===== config.mk =====
export PLATFORM = sky130hd
export DESIGN_NAME = dual_dac_loader
export DESIGN_NICKNAME = d
export VERILOG_FILES = /design/src/rtl/ddl_pkg.sv /design/src/rtl/ddl_sync.sv /design/src/rtl/ddl_channel.sv /design/src/rtl/dual_dac_loader.sv
export SDC_FILE = /design/constraint.sdc
export NUM_CORES = 1
export LEC_CHECK = 0
export BUFFER_PORTS_ARGS = -buffer_cell sky130_fd_sc_hd__buf_2
export CAP_MARGIN = 20
export CORE_MARGIN = 3
export CORE_UTILIZATION = 60
export CTS_BUF_LIST = sky130_fd_sc_hd__clkbuf_8
export DETAILED_ROUTE_END_ITERATION = 8
export PLACE_DENSITY = 0.85
export REMOVE_ABC_BUFFERS = 1
export SLEW_MARGIN = 20
export SYNTH_ARGS = -nofsm -noshare
export SYNTH_HDL_FRONTEND = slang
export SYNTH_HIERARCHICAL = 1
export SYNTH_SLANG_ARGS = --single-unit

===== constraint.sdc =====
create_clock -name clk -period 3.5 [get_ports clk]
set_clock_uncertainty 0.2 [all_clocks]
set_input_delay 1.05 -clock clk [delete_from_list [all_inputs] [get_ports clk]]
set_output_delay 1.05 -clock clk [all_outputs]
set_load 0.02 [all_outputs]

===== src/rtl/ddl_pkg.sv =====
// Shared widths and helpers for the dual converter code loader.
// Assumes two channels, each split into a low byte part and a high part.
package ddl_pkg;
    localparam int BUS_W      = 8;
    localparam int CODE_W     = 12;
    localparam int NUM_CH     = 2;
    localparam int PARTS_CH   = 2;
    localparam int NUM_PARTS  = NUM_CH * PARTS_CH;
    localparam int SEL_W      = $clog2(NUM_PARTS);

    // Index of a staging part: low part is even, high part is odd
    function automatic int part_idx(input int ch, input bit hi);
        return ch * PARTS_CH + (hi ? 1 : 0);
    endfunction
endpackage


===== src/rtl/ddl_sync.sv =====
// Multi-stage synchronizer for a bus of asynchronous inputs.
// Assumes synchronous active-low reset; every bit resets to RST_VAL.
module ddl_sync #(
    parameter int              W       = 1,
    parameter int              STAGES  = 2,
    parameter logic [W-1:0]    RST_VAL = '0
) (
    input  logic         clk,
    input  logic         rst_n,
    input  logic [W-1:0] d_in,
    output logic [W-1:0] d_out
);
    logic [W-1:0] chain [STAGES];

    genvar s;
    generate
        for (s = 0; s < STAGES; s++) begin : g_stage
            // Shift the sample one stage further down the chain
            always_ff @(posedge clk) begin
                if (!rst_n)      chain[s] <= RST_VAL;
                else if (s == 0) chain[s] <= d_in;
                else             chain[s] <= chain[(s == 0) ? 0 : s-1];
            end
        end
    endgenerate

    assign d_out = chain[STAGES-1];
endmodule


===== src/rtl/ddl_channel.sv =====
// One converter channel: split staging word plus output code register.
// Assumes enables come from the synchronized strobe domain; the output
// register follows the staging word whenever xfer_en is high.
module ddl_channel #(
    parameter int BUS_W  = 8,
    parameter int CODE_W = 12,
    localparam int HI_W  = CODE_W - BUS_W
) (
    input  logic              clk,
    input  logic              rst_n,
    input  logic              lo_en,
    input  logic              hi_en,
    input  logic [BUS_W-1:0]  bus,
    input  logic              xfer_en,
    output logic [CODE_W-1:0] stage_word,
    output logic [CODE_W-1:0] code
);
    logic [BUS_W-1:0] lo_q;
    logic [HI_W-1:0]  hi_q;

    // Low part follows the bus while its enable is held
    always_ff @(posedge clk) begin
        if (!rst_n)     lo_q <= '0;
        else if (lo_en) lo_q <= bus;
    end

    // High part takes right-justified bits from the bus
    always_ff @(posedge clk) begin
        if (!rst_n)     hi_q <= '0;
        else if (hi_en) hi_q <= bus[HI_W-1:0];
    end

    assign stage_word = {hi_q, lo_q};

    // Output code is transparent to the staging word while transfer is on
    always_ff @(posedge clk) begin
        if (!rst_n)       code <= '0;
        else if (xfer_en) code <= stage_word;
    end
endmodule


===== src/rtl/dual_dac_loader.sv =====
// Double-buffered, byte-fed loader for two 12-bit converter codes.
// Assumes cs_n, wr_n, ld_n, addr and data are asynchronous to clk; all of
// them pass through synchronizers of equal depth so that they stay aligned.
module dual_dac_loader #(
    parameter int BUS_W       = ddl_pkg::BUS_W,
    parameter int CODE_W      = ddl_pkg::CODE_W,
    parameter int SYNC_STAGES = 2,
    localparam int SEL_W      = ddl_pkg::SEL_W,
    localparam int NPART      = ddl_pkg::NUM_PARTS,
    localparam int NCH        = ddl_pkg::NUM_CH
) (
    input  logic              clk,
    input  logic              rst_n,
    input  logic              cs_n,
    input  logic              wr_n,
    input  logic              ld_n,
    input  logic [SEL_W-1:0]  addr,
    input  logic [BUS_W-1:0]  data,
    output logic [CODE_W-1:0] code_a,
    output logic [CODE_W-1:0] code_b
);
    logic [2:0]             strb_s;
    logic                   cs_s, wr_s, ld_s;
    logic [SEL_W+BUS_W-1:0] pay_s;
    logic [SEL_W-1:0]       addr_s;
    logic [BUS_W-1:0]       bus_s;
    logic                   wr_act;
    logic [NPART-1:0]       part_en;
    logic [CODE_W-1:0]      stage_w [NCH];
    logic [CODE_W-1:0]      code_w  [NCH];
    logic [CODE_W-1:0]      stage_a, stage_b;

    ddl_sync #(.W(3), .STAGES(SYNC_STAGES), .RST_VAL(3'b111)) u_strb_sync (
        .clk(clk), .rst_n(rst_n), .d_in({cs_n, wr_n, ld_n}), .d_out(strb_s)
    );

    ddl_sync #(.W(SEL_W+BUS_W), .STAGES(SYNC_STAGES), .RST_VAL('0)) u_pay_sync (
        .clk(clk), .rst_n(rst_n), .d_in({addr, data}), .d_out(pay_s)
    );

    assign {cs_s, wr_s, ld_s} = strb_s;
    assign {addr_s, bus_s}    = pay_s;

    // Write window: both bus strobes low in the synchronized domain
    assign wr_act = !cs_s && !wr_s;

    // Decode the address into one staging-part enable
    always_comb begin
        part_en = '0;
        if (wr_act) part_en[addr_s] = 1'b1;
    end

    genvar c;
    generate
        for (c = 0; c < NCH; c++) begin : g_ch
            ddl_channel #(.BUS_W(BUS_W), .CODE_W(CODE_W)) u_ch (
                .clk(clk), .rst_n(rst_n),
                .lo_en(part_en[ddl_pkg::part_idx(c, 1'b0)]),
                .hi_en(part_en[ddl_pkg::part_idx(c, 1'b1)]),
                .bus(bus_s),
                .xfer_en(!ld_s),
                .stage_word(stage_w[c]),
                .code(code_w[c])
            );
        end
    endgenerate

    assign stage_a = stage_w[0];
    assign stage_b = stage_w[1];
    assign code_a  = code_w[0];
    assign code_b  = code_w[1];
endmodule


[Word level (Yosys, flattened, before mapping)]
Memories as Yosys holds them, arrays and structs flattened.
Cells that the tools add are included.
Storage, ports and cells
  register bits: 48
  RAM bits: 26
  input bits: 15
  output and inout bits: 24
  logic and storage cells: 27
  memories: 2
Operators by class
  $lt $le $gt $ge: 2
  mux-type cells: 9
  bitwise logic cells: 4
  reductions and logical operators: 4
Memories
  u_pay_sync.chain: depth 2, bits a word 10, rd ports 2, clocked after memory_dff 0, write ports 2, RTL line ddl_sync.sv:13  | logic [W-1:0] chain [STAGES];
  u_strb_sync.chain: depth 2, bits a word 3, rd ports 2, clocked after memory_dff 0, write ports 2, RTL line ddl_sync.sv:13
Operators with widths (number)
  $mux 10: 2
  $mux 3: 2
  $mux 4: 1
  $or 1x1->1: 4
  $lt 2x3->1 const B: 1
  $mux 1: 3
  $demux 1 s2: 1
  $ge 2x1->1 const B: 1
  $logic_and 1x1->1: 2
  $logic_not 1->1: 2

[Longest topological paths before layout]
Gate-level depths: netlist of run 1.
  word-level depth: 5
  depth in mapped cells: 4
  mapped depth without buffers: 3

[Cells and area by module]
Netlist of run 1, hierarchy kept.
By module, submodules not included
  ddl_channel: times used 2, cells each 77, area each 902.1 um^2
  ddl_sync at u_pay_sync: times used 1, cells each 42, area each 561.8 um^2
  ddl_sync at u_strb_sync: times used 1, cells each 12, area each 157.7 um^2
  dual_dac_loader: times used 1, cells each 5, area each 40.0 um^2

[Worst setup path after synthesis of run 1]
No wires, ideal clock.
  path kind: register -> output
  from: register g_ch[0].u_ch.code[0]
  to: output code_a[0]
  arrival time: 0.410 ns
  setup slack: 1.840 ns
  cell stages (with the launch flop): 1
  path buffers: 0
  path through: dfxtp_1
RTL lines
  start: declaration: RTL line ddl_channel.sv:16  | output logic [CODE_W-1:0] code
  start signal: assignment: RTL line ddl_channel.sv:38  | else if (xfer_en) code <= stage_word;
  end: declaration: RTL line dual_dac_loader.sv:19  | output logic [CODE_W-1:0] code_a,
No word-level cell between the ends.

[Worst setup path after layout of run 1]
  from: register g_ch[1].u_ch.code[3]
  to: output code_b[3]
RTL lines
  start: declaration: RTL line ddl_channel.sv:16
  start signal: assignment: RTL line ddl_channel.sv:38
  end: declaration: RTL line dual_dac_loader.sv:20  | output logic [CODE_W-1:0] code_b
No word-level cell between the ends.

==> impl_metrics.json, run 1 <==
{
  "grtUsageMet3_pct": 5.47,
  "drcViolationCount": 0,
  "gr-total-overflow": 0,
  "synth_area_leader_cell": "sky130_fd_sc_hd__dfxtp_1",
  "gr-usage-all-layers_pct": 16.9,
  "critPathTopFamily": "flip-flops",
  "tightestPinTransition_ns": 0.895,
  "cts.reportedPaths.clkPinSlew_ns": 0.07,
  "fp.dieW_um": 71.4,
  "syn_area_mm2": 0.00256,
  "synth.top_cells.by_area": "sky130_fd_sc_hd__dfxtp_1 58%, sky130_fd_sc_hd__mux2i_1 19%, sky130_fd_sc_hd__nor2b_1 12%, sky130_fd_sc_hd__and2_2 3.2%, sky130_fd_sc_hd__and2_1 2.2%",
  "vias_per_cell": 4.89,
  "grt_antenna_before_repair": 0,
  "max_slew_margin_pct": 40.4,
  "data_arrival_time_of_the_critical_path_ns": 0.85,
  "net_sw_power_mw": 0.319,
  "die_height_um": 71.4,
  "maxCapViolCount": 0,
  "fin_nets": 269,
  "p_seq_share_pct": 51.9,
  "fraction_of_power_spent_switching_nets_pct": 19.2,
  "clk_root_buffer_cell": "sky130_fd_sc_hd__clkbuf_8",
  "dpl_cell_area_mm2": 0.00277,
  "clockPowerShare_pct": 45.3,
  "cts_buffers": 9,
  "drt_first_iter_violations": 78,
  "syn_to_final_growth_pct": 17.5,
  "vdd.ir_drop.worst_mv": 0.359,
  "hold_path.class": "flip-flop to flip-flop",
  "drt-pass1-iter-count": 4,
  "grt.busiest_layer": "met2",
  "layout.cells.most_common": "sky130_fd_sc_hd__dfxtp_1",
  "critical_path.max_stage_delay_ns": 0.35,
  "globalplace.congestion": 0.700,
  "numPortBuffers": 38,
  "crit_fanout": 2,
  "clock_period_minus_final_worst_setup_slack_ns": 2.10,
  "mostFrequentLayoutCells": "74 x sky130_fd_sc_hd__dfxtp_1, 48 x sky130_fd_sc_hd__mux2i_1, 48 x sky130_fd_sc_hd__nor2b_1, 38 x sky130_fd_sc_hd__buf_2, 12 x sky130_fd_sc_hd__clkbuf_8",
  "share_of_the_synthesized_area_in_the_top_cell_type_pct": 57.8,
  "antenna_left": 0,
  "pre_cts_ws_ns": 1.20,
  "wl_per_cell_um": 12.4,
  "worstSetupPathType": "flip-flop to output port",
  "fmax_ghz": 0.476,
  "result_of_the_run": "finished, final reports clean",
  "worst_reg2reg_path_depth": 4,
  "post_cts.resized_instances": 0,
  "groute.layer.met1.usage_pct": 20.6,
  "ys_seq_elements": 74,
  "setup_ws_ns": 1.40,
  "detail_route.wirelength_um": 3840,
  "ant_cells": 0,
  "hpwl_reported_at_the_end_of_detailed_placement_um": 2450,
  "setup.worst_path.end_class": "output port",
  "fp-row-count": 23,
  "share_of_layout_cells_above_drive_strength_1_pct": 27.8,
  "power_density_mw_per_mm2": 551,
  "slew_viol_final": 0,
  "design.die.area_mm2": 0.00509,
  "vias": 1510,
  "initial_utilization_pct": 63.2,
  "tritoncts_clock_tree": "yes",
  "crit_slowest_cell": "sky130_fd_sc_hd__dfxtp_1",
  "report.final.hold_viol_count": 0,
  "first_global_vias": 1473,
  "clock_latency_ns": 0.34,
  "cts_hold_repair.buffers": 0,
  "rsz0062_at_grt": "false",
  "postLayoutCoreUtil_pct": 74.2,
  "worst-path-buf-inv": 1,
  "first_pass_grt_wire_length_um": 6630,
  "netlist-cell-type-count": 14,
  "crit_cells": 1,
  "synth_cells": 213,
  "met2_track_demand_over_resource_in_global_routing_pct": 26.7,
  "floorplan.core_area_mm2": 0.00406,
  "start_kind": "flip-flop",
  "grt_start_max_net_pins": 75,
  "htreeDepth": 3,
  "per_instance_average_area_after_synthesis_um2": 12.0,
  "yosysSeqAreaShare_pct": 57.8,
  "leakagePower_nw": 1.15,
  "totalNegativeSetupSlack_ns": 0,
  "cp_data_required_time_ns": 2.25,
  "report.final.setup_viol": 0,
  "power.share.combinational_pct": 2.8,
  "path_cells": "buf_2",
  "worstHoldPathCells": 1,
  "p_int_mw": 1.34,
  "yosysWarningCount": 6,
  "total_power_mw": 1.66,
  "buffer_levels_on_the_longest_clock_path": 2,
  "clock-sinks": 74,
  "postCtsSetupBuffers": 0,
  "final_design_area_no_fill_mm2": 0.00301,
  "io_pins": 39,
  "timing.final.crit_share_pct": 60.0
}
## power by group through the flow
stage                     Clock (mW)  Sequential, mW  Combinational (mW)
final                          0.752           0.862              0.0461
after global routing           0.804           0.864              0.0508
after CTS                      0.763           0.862              0.0466
after detailed placement           0           0.882              0.0466
after global placement             0           0.881              0.0466
after floorplan                    0           0.879              0.0276
## cell usage after synthesis
master                      n
sky130_fd_sc_hd__nor4b_1    2
sky130_fd_sc_hd__clkbuf_1   4
sky130_fd_sc_hd__clkbuf_2   2
sky130_fd_sc_hd__and4bb_2   1
sky130_fd_sc_hd__dfxtp_1   74
sky130_fd_sc_hd__mux2i_1   48
sky130_fd_sc_hd__inv_1      1
sky130_fd_sc_hd__and2_2    11
sky130_fd_sc_hd__and2_1     9
sky130_fd_sc_hd__buf_6      4
sky130_fd_sc_hd__nor4_1     1
sky130_fd_sc_hd__nand2b_1   6
sky130_fd_sc_hd__nor2b_1   48
sky130_fd_sc_hd__buf_4      2
## worst reg2reg max path, cell delays in order, from the launching register on
cell,delay (ns)
sky130_fd_sc_hd__dfxtp_1,0.39
sky130_fd_sc_hd__nor4b_1,0.69
sky130_fd_sc_hd__buf_4,0.25
sky130_fd_sc_hd__mux2i_1,0.18
sky130_fd_sc_hd__nor2b_1,0.06
## per-layer routing
metal  vias to the layer above  wire (um)
met4                         0         67
met3                         9        151
li1                        782          -
met5                         -          0
met2                        25       1820
met1                       694       1810
## metrics by stage
step                cells  hold WS (ns)
global route          309         0.222
floorplan             201         0.186
global placement      293         0.188
CTS                   309         0.214
detailed placement    293         0.196
finish                309         0.211
## flip-flops by register name, indices dropped and copies added, names as in the netlist
register           flops
g_ch.u_ch/code        24
g_ch.u_ch/hi_q         8
g_ch.u_ch/lo_q        16
u_pay_sync/chain      20
u_strb_sync/chain      6
## cells by family (layout without fill, tap and decap cells)
kind of cell	after synthesis	count (layout)	synth area share [%]
buffers and inverters	13	59	3.46
flip-flops	74	74	57.8
multiplexers	48	48	18.7
AND/OR/NAND/NOR	78	78	20.0
## final timing paths
| check | start | to | slack [ns] |
|---|---|---|---|
| max | g_ch[1].u_ch/code[3] | code_b[3] | 1.40 |
| min | u_strb_sync/chain[0][2] | u_strb_sync/chain[1][2] | 0.21 |
| max reg2reg | u_pay_sync/chain[1][8] | g_ch[0].u_ch/hi_q[1] | 1.62 |
| min reg2reg | u_strb_sync/chain[0][2] | u_strb_sync/chain[1][2] | 0.21 |
## layout make-up
type	instances	area (um^2)
repair buffers	42	220
flip-flops and latches	74	1480
inverters	1	3.75
clock inverters	4	72.6
fillers	262	1050
multi-input cells	126	1010
clock buffers	12	165
well taps	50	62.6
No activity file was read; power rests on OpenSTA's default activity.
==> run 2, diff against run 1 <==
ABC_AREA = 1   (was not set)
CORE_UTILIZATION = 53   (was 60)
PLACE_DENSITY = 0.79   (was 0.85)
clock period = 1.7 ns   (was 3.5 ns; I/O delays follow)
==> run 2 against run 1 <==
  * Synthesized area is 8.4% higher
  * Final area is 3.2% higher
  * Largest cell class unchanged
  * Global-route usage is 0.68 points lower
  * Synthesized cell count is 82% higher
  * First-iteration DRC count is 36% higher
  * Largest power group unchanged
  * Critical path depth stayed put
  * Critical path type unchanged
  * Via count is 37% higher
==> impl_metrics.json, run 2 <==
{
  "worst_reg2reg_path_depth": 6,
  "gr-total-overflow": 0,
  "crit_slowest_cell": "sky130_fd_sc_hd__dfxtp_1",
  "detail_route.wirelength_um": 4210,
  "grt_start_max_net_pins": 75,
  "holdWs_ns": 0.143,
  "drt-pass1-iter-count": 4,
  "cts.reportedPaths.clkPinSlew_ns": 0.07,
  "critical_path.max_stage_delay_ns": 0.34,
  "largest_registers": "g_ch.u_ch/code (24), u_pay_sync/chain (20), g_ch.u_ch/lo_q (16)",
  "crit_cells": 1,
  "fin_nets": 442,
  "initial_utilization_pct": 57.0,
  "mostFrequentLayoutCells": "126 x sky130_fd_sc_hd__nand2_1, 96 x sky130_fd_sc_hd__nor2_1, 74 x sky130_fd_sc_hd__dfxtp_1, 71 x sky130_fd_sc_hd__inv_1, 38 x sky130_fd_sc_hd__buf_2",
  "per_instance_average_area_after_synthesis_um2": 7.17,
  "yosysSeqAreaShare_pct": 53.3,
  "synth-async-reset-ratio_pct": 0,
  "htreeDepth": 3,
  "dp.cells": 483,
  "cts_buffers": 9,
  "share_of_the_synthesized_area_in_the_top_cell_type_pct": 53.3,
  "floorplan.core_area_mm2": 0.00488,
  "synth_cells": 388,
  "fp-row-count": 25,
  "largest_register": "g_ch.u_ch/code",
  "crit-reg2reg-capture": "g_ch[1].u_ch/hi_q[2]",
  "multi_input_area_um2": 865,
  "critical_path.startpoint": "g_ch[0].u_ch/code[2]",
  "reg2reg_from": "u_strb_sync/chain[1][2]",
  "critPathTopFamily": "flip-flops",
  "numPortBuffers": 38,
  "vias_per_cell": 4.19,
  "result_of_the_run": "finished, final reports clean",
  "io_pins": 39,
  "largest_register_ffs": 24,
  "hold_path.class": "primary input to flip-flop",
  "power_density_mw_per_mm2": 1030,
  "setup.worst_path.end_class": "output port",
  "dominantRegCellSynth": "sky130_fd_sc_hd__dfxtp_1",
  "syn_area_mm2": 0.00278,
  "globalplace.congestion": 0.739,
  "final_design_area_no_fill_mm2": 0.00311,
  "path_cells": "buf_2",
  "gr-usage-all-layers_pct": 16.2,
  "count_of_flip_flops_with_a_built_in_enable_after_synthesis": 0,
  "post_cts.resized_instances": 0,
  "pre_cts_ws_ns": 0.329,
  "wl_per_cell_um": 8.51,
  "layout.cells.most_common": "sky130_fd_sc_hd__nand2_1",
  "clock-sinks": 74,
  "clock_period_minus_final_worst_setup_slack_ns": 1.55,
  "postCtsSetupBuffers": 0,
  "timing.final.crit_share_pct": 91.3,
  "vias": 2076,
  "synth.top_cells.by_area": "sky130_fd_sc_hd__dfxtp_1 53%, sky130_fd_sc_hd__nand2_1 17%, sky130_fd_sc_hd__nor2_1 13%, sky130_fd_sc_hd__inv_1 9.6%, sky130_fd_sc_hd__buf_6 5.7%",
  "tightestPinTransition_ns": 0.490,
  "ant_cells": 0,
  "fp.dieW_um": 78.4,
  "grt_antenna_before_repair": 0,
  "totalNegativeSetupSlack_ns": 0,
  "clock_latency_ns": 0.34,
  "synth_common_cells": "126 x sky130_fd_sc_hd__nand2_1, 96 x sky130_fd_sc_hd__nor2_1, 74 x sky130_fd_sc_hd__dfxtp_1",
  "design.die.area_mm2": 0.00615,
  "cts_hold_repair.buffers": 0,
  "report.final.hold_viol_count": 0,
  "yosysWarningCount": 6,
  "ys_seq_elements": 74,
  "max_slew_margin_pct": 67.2,
  "hpwl_reported_at_the_end_of_detailed_placement_um": 2710,
  "rsz0062_at_grt": "false",
  "worst-path-buf-inv": 1,
  "seq_area_mm2": 0.00148,
  "tritoncts_clock_tree": "yes",
  "syn_to_final_growth_pct": 11.8,
  "report.final.setup_viol": 0,
  "most_instantiated_library_cell_after_synthesis": "sky130_fd_sc_hd__nand2_1",
  "netlist-cell-type-count": 8,
  "leakagePower_nw": 1.57,
  "slew_viol_final": 0,
  "share_of_layout_cells_above_drive_strength_1_pct": 14.3,
  "setup_ws_ns": 0.148,
  "dpl_cell_area_mm2": 0.00294,
  "clk_root_buffer_cell": "sky130_fd_sc_hd__clkbuf_8",
  "drt_first_iter_violations": 106,
  "fmax_ghz": 0.644,
  "first_global_vias": 1857,
  "crit_fanout": 2,
  "cp_data_required_time_ns": 0.99,
  "number_of_standard_cells_in_the_final_layout_excluding_fillers": 495,
  "last_element_of_the_critical_path": "code_a[2]",
  "die_height_um": 78.4,
  "num-fill-cells": 468,
  "buffer_levels_on_the_longest_clock_path": 2,
  "ff2ff_setup_slack_ns": 0.37,
  "first_pass_grt_wire_length_um": 7720,
  "synth_area_leader_cell": "sky130_fd_sc_hd__dfxtp_1",
  "start_kind": "flip-flop",
  "maxCapViolCount": 0,
  "data_arrival_time_of_the_critical_path_ns": 0.84,
  "antenna_left": 0,
  "drcViolationCount": 0,
  "vdd.ir_drop.worst_mv": 0.566,
  "worstSetupPathType": "flip-flop to output port"
}
## run 2: kinds of logic after synthesis
| logic type | count (synthesis) | synth area share, % |
|---|---|---|
| buffers and inverters | 87 | 15.6 |
| AND/OR/NAND/NOR | 227 | 31.1 |
| flip-flops | 74 | 53.3 |
## run 2: metrics by stage
stage	power [mW]	util [%]
after global placement	2.08	60.3
final	3.21	63.7
after global routing	3.38	63.7
after floorplan	2.00	-
after CTS	3.26	63.7
after detailed placement	2.09	60.3
## run 2: how the worst min path moves through the flow
stage,from,to,depth (start not counted),slack [ns]
final,wr_n,u_strb_sync/chain[0][1],3,0.14
after global routing,ld_n,u_strb_sync/chain[0][0],3,0.13
after CTS,wr_n,u_strb_sync/chain[0][1],3,0.12
after detailed placement,u_pay_sync/chain[0][4],u_pay_sync/chain[1][4],2,0.20
after global placement,u_strb_sync/chain[0][2],u_strb_sync/chain[1][2],2,0.18
after floorplan,u_strb_sync/chain[0][0],u_strb_sync/chain[1][0],2,0.18
## run 2: layout make-up
type                       instances  area share [%]
multi-input combinational        227            27.8
tap                               67            2.70
timing repair buffer              44            7.97
sequential                        74            47.6
clock buffer                      12            5.31
inverter                          71            8.57
## run 2: metal layers
metal  up-vias  share of wire, %  track usage (%)
met5         -                 0                0
met4         0               2.1             10.5
met3        10               4.8             4.82
met2        31                47             26.7
met1       874                46             18.3
li1       1161                 -                -
## run 2: power breakdown
part           switching [mW]  internal (mW)  leakage [nW]  total (mW)
Clock                   0.548          0.617        0.0863        1.16
Sequential             0.0224           1.79         0.605        1.81
Combinational           0.145         0.0865         0.878       0.231
